===== config.mk =====
export PLATFORM = sky130hd
export DESIGN_NAME = prog_int_divider
export DESIGN_NICKNAME = d
export VERILOG_FILES = /design/src/rtl/prog_int_divider.sv
export SDC_FILE = /design/constraint.sdc
export NUM_CORES = 1
export LEC_CHECK = 0
export ABC_AREA = 1
export BUFFER_PORTS_ARGS = -buffer_cell sky130_fd_sc_hd__buf_2
export CORE_ASPECT_RATIO = 0.8
export CORE_MARGIN = 8
export CORE_UTILIZATION = 35
export DETAILED_ROUTE_END_ITERATION = 6
export HOLD_SLACK_MARGIN = 0.15
export PLACE_DENSITY = 0.55
export SLEW_MARGIN = 30
export SYNTH_ARGS = -nofsm -noshare
export SYNTH_HDL_FRONTEND = slang
export SYNTH_SLANG_ARGS = --single-unit

===== constraint.sdc =====
create_clock -name clk -period 2.75 [get_ports clk]
set_clock_uncertainty 0.15 [all_clocks]
set_input_delay 0.55 -clock clk [delete_from_list [all_inputs] [get_ports clk]]
set_output_delay 0.55 -clock clk [all_outputs]
set_load 0.02 [all_outputs]

===== src/rtl/prog_int_divider.sv =====
module prog_int_divider #(
  parameter int W     = 9,
  parameter int MIN_N = 8,
  parameter int LEAD  = 4
) (
  input  logic         clk,
  input  logic         rst,
  input  logic [W-1:0] ratio_i,
  output logic         div_o,
  output logic         edge_o
);
  localparam logic [W-1:0] NMIN = W'(MIN_N);

  logic [W-1:0] cnt, cur_n, nxt_n, req_n, hi_len;
  logic         at_last, at_samp;

  assign req_n   = (ratio_i < NMIN) ? NMIN : ratio_i;
  assign at_last = (cnt == cur_n - W'(1));
  assign at_samp = (cnt == cur_n - W'(LEAD));

  always_comb begin
    hi_len = W'(4) + W'(cur_n[1:0]);
    for (int b = 4; b < W; b++)
      if (cur_n[b]) hi_len = W'(1) << (b - 1);
  end

  always_ff @(posedge clk) begin
    if (rst) begin
      cnt    <= '0;
      cur_n  <= NMIN;
      nxt_n  <= NMIN;
      div_o  <= 1'b0;
      edge_o <= 1'b0;
    end else begin
      cnt    <= at_last ? '0 : cnt + W'(1);
      if (at_samp) nxt_n <= req_n;
      if (at_last) cur_n <= nxt_n;
      div_o  <= (cnt < hi_len);
      edge_o <= (cnt == '0);
    end
  end
endmodule


# Word level (Yosys, flattened, before mapping)
# Cells that the tools add are included.
# op_classes
addsub	4
reduce_logical	2
order_cmp	2
n_eq_ne	2
muxes	6
# op_table
op	count
9-bit two-way mux	5
9-bit equality test	2
9-bit by 1-bit adder with 9-bit output, second input constant	1
9-bit zero test	1
9-bit by 4-bit less-than comparator with 1-bit output, second input constant	1
9-bit less-than comparator	1
9-bit by 1-bit subtractor with 9-bit output, second input constant	1
9-bit by 3-bit subtractor with 9-bit output, second input constant	1
3-bit by 2-bit adder with 4-bit output, first input constant	1
4-bit two-way mux	1
2-bit OR reduction	1
# word_totals
reg_bits	29
out_inout_bits	2
wordCells	21
in_bits	11

# Longest topological paths before layout
# depth
depth_word	7
mapped_depth	14
ltp_nobuf	14

# Worst setup path before layout
# Ideal clock, no wire load.
# synth_path
path_type	reg-to-reg
start	reg cur_n[3]
end	reg cnt[2]
required_time_ps	2483
arrival_ps	1575
n_path_buf	0
setup_ps	117
synth_period_minus_slack_ps	1842
stages_incl_launch_ff	14
slack_ps	908
cell_sequence	dfxtp_1 inv_1 ha_1 inv_2 a21oi_2 nand2_1 nand2_1 nand2_1 nor2_2 nand2_2 nor2_8 nand2_4 nand2_8 nor2_2
# synth_between
elab_chain_cells	3
# synth_rtl
item	line_no	rtl
from (decl)	14	logic [W-1:0] cnt, cur_n, nxt_n, req_n, hi_len;
from (signal assigned)	37	if (at_last) cur_n <= nxt_n;
9-bit by 1-bit subtractor with 9-bit output	18	assign at_last = (cnt == cur_n - W'(1));
9-bit equality test	18	
2-bit OR reduction (no line)	--	
to (signal assigned)	35	cnt <= at_last ? '0 : cnt + W'(1);
to (decl)	14	
# No other way between the ends.
# A chain may end at the register's enable or synchronous reset.

# Worst setup path in the final report
# layout_path
start	reg cur_n[3]
end	reg nxt_n[6]
# layout_between
elab_chain_cells	2
# layout_rtl
item	line_no	rtl
9-bit by 3-bit subtractor with 9-bit output	19	assign at_samp = (cnt == cur_n - W'(LEAD));
9-bit equality test	19	
to (signal assigned)	36	if (at_samp) nxt_n <= req_n;
to (decl)	14	
# No other way between the ends.

==> metrics <==
transition at the pin with the smallest max-transition slack 0.4047 ns; leakage power between 1 and 1.5 nW; Worst Hold Endpoint div_o; worst r2r dst nxt_n[6]; count of flip-flops with a built-in enable after synthesis 0; Post-CTS Setup Inserts 0; post-synthesis sequential area ratio around 28%; max-cap viol count 0; die height 85.38 um; Initial Util 36.00%; Setup violations, final 0; router iterations before antenna repair 4; antenna violations before repair 0; final routed DRC violation total 0; most frequent cell on the critical path nand2_1; area added between synthesis and finish 11.35%; global-route wire length before repair 8.480 mm; Avg Vias per Cell 4.512; routed wl met2 between 2 and 2.5 mm; maximum number of buffers from clock root to sink 2; leading area contributor after synthesis dfxtp_1; final layout net count 347; post-route met1 wirelength 2.643 mm; fraction of layout cells with a size suffix above 1 a little over a fifth; post-route setup TNS 0 ns; worst r2r path cells 10; Setup crit end kind register; clock root buffer clkbuf_8; Ports 13; IR Drop Worst-Case VDD 0.0001742 V; total detailed-routing wirelength approximately 4.9 mm; Setup crit start kind register; Gates resized, CTS repair 0; post-cts hold buffer count 0; Worst-Skew Late Latency ~0.29 ns; async set or reset register ratio after synthesis 0%; minimum period implied by the final worst setup slack about 2.2 ns; Clock Pin Slew Worst Setup and Hold Paths 0.07 ns; level count of the clock H-tree 2; Netlist Area Pre-Place 2106 sq um; Core Box Area between 5000 and 6000 sq um; clock buffer count from CTS 5; pwr/cell area 399.4 nW/um^2; most area-consuming cells after synthesis dfxtp_1 (28%), nand2_1 (13%), nor2_1 (7.5%), ha_1 (7.1%), nand3_1 (7.1%); site row count 25; RSZ-0062 raised after global routing no; HP Class in -> reg; syn_nets 330; final estimated routing congestion in global placement 0.8006; Die X-Extent 102.7 um; normalized max-slew margin between 70% and 80%; maximum achievable frequency ~450 MHz; number of port buffers 12; worst path cell trace inv_1, ha_1, nand2_1, o21ai_0, nor3_1, nand2_1, nor2_4, nand3b_1, nand2_1, nor2_1; top library cells by usage in the layout, fill and taps aside nand2_1 (75), nor2_1 (42), inv_1 (32); leading cell type in the layout, fill and taps excluded nand2_1; Syn Inst Count 307; DRT iter0 DRCs 158; critical path arrival 2.27 ns; vias after detailed routing 1,832; Die ar. between 8000 and 9000 sq um; number of warnings printed during yosys synthesis 0; post-route fraction of the period consumed by the critical path 81.36%; reg-to-reg setup timing slack 0.51 ns; met3 wire len 136 um; slowest cell on the critical path dfxtp_1; cell depth of the worst hold path 2; antenna cell count 0; reg-to-reg critical path startpoint cur_n[3]; antenna-violating nets left 0; Crit path largest cell delay ~0.41 ns; clock net sink count 29; dominant synthesized flop cell dfxtp_1; largest fanout of any net on the critical path 9; largest net degree at the start of global routing 15; beginning of the worst hold path rst; result of the run finished, final reports clean; sum of overflow across all layers after global routing 0; Post-DP HPWL 3.874 mm; Netlist cell types 32; share of the core filled with cells 40.09%; Yosys top cell area share approximately 28%; GRT Resource Usage Total 12.42%; via count of the first global-routing pass 1,741; critical path class reg -> reg; final-report max-slew violation count 0; detailed-route wire length per cell 12.01 um; number of failing hold endpoints at the final stage 0; highest metal used met4; #FFs+latches synth 29; Post-Syn Area per Cell about 6.9 sq um; TritonCTS clock tree done; critical path data required time approximately 2.8 ns
synthesized netlist by cell type (4+ instances only):
| cell type | count |
|---|---|
| nand2_1 | 75 |
| nor2_1 | 42 |
| inv_1 | 32 |
| nand3_1 | 30 |
| dfxtp_1 | 29 |
| nor2_2 | 15 |
| ha_1 | 12 |
| xor2_1 | 11 |
| nand2_2 | 10 |
| inv_2 | 8 |
| xnor2_1 | 5 |
| nor2_4 | 4 |
| nor3_1 | 4 |
sequential cells by signal, indices dropped and copies added (netlist names):
register / count
cnt: 9
cur_n: 9
div_o: 1
edge_o: 1
nxt_n: 9
critical path, delay by kind of cell, from the launching register on:
family	cells	cell delay, ns
simple gates	7	1.08
flops	1	0.41
fa+ha+maj	1	0.30
buf+inv	1	0.11
compound gates	1	0.07
cells by family after synthesis:
group	count (synthesis)	synth area share, %
AOI/OAI and AO/OA	9	2.555
adders and majority gates	12	7.130
xor gates and xnor gates	19	8.972
buffers and inverters	43	7.903
and+or+nand+nor	195	45.87
DFF	29	27.57
layer usage:
| layer | track usage (%) | vias to the layer above |
|---|---|---|
| met5 | 0 | - |
| met1 | 17.77 | 817 |
| met3 | 2.371 | 7 |
| li1 | - | 992 |
| met2 | 17.20 | 16 |
| met4 | 5.585 | 0 |
how the worst max path moves through the flow:
stage / to / from / cells past startpoint
floorplan: cnt[2] / cur_n[3] / 13
global placement: nxt_n[6] / cur_n[2] / 10
detailed placement: nxt_n[6] / cur_n[3] / 10
CTS: nxt_n[6] / cur_n[3] / 10
finish: nxt_n[6] / cur_n[3] / 10
global route: nxt_n[5] / cur_n[3] / 10
layout make-up:
type                       count  area, sq um
fill                         634         3505
multi-input combinational    235         1359
sequential                    29        580.6
inverter                      40        150.1
tap                           81        101.3
clock buffer                   5        68.82
timing repair buffer          13        67.56
clock inverter                 3        17.52
per-stage QoR:
| stage | total power [mW] | instances | worst slack (ns) | area [sq um] | hold WS, ns |
|---|---|---|---|---|---|
| global placement | 0.5890 | 398 | 0.5137 | 2258 | 0.3066 |
| floorplan | 0.5525 | 307 | 0.9081 | 2106 | 0.2903 |
| detailed placement | 0.5880 | 398 | 0.5254 | 2258 | 0.3112 |
| global route | 0.9883 | 406 | 0.3535 | 2345 | 0.2812 |
| CTS | 0.9526 | 406 | 0.5059 | 2345 | 0.2668 |
| finish | 0.9366 | 406 | 0.5126 | 2345 | 0.2756 |
power by group:
part	switching, mW	total, mW	leakage (nW)	internal [mW]
sequential	0.0142	0.450	0.235	0.436
clock	0.184	0.358	0.0439	0.174
combinational	0.0790	0.128	0.757	0.0493
total	0.277	0.937	1.04	0.660
(Power assumes the default switching activity.)
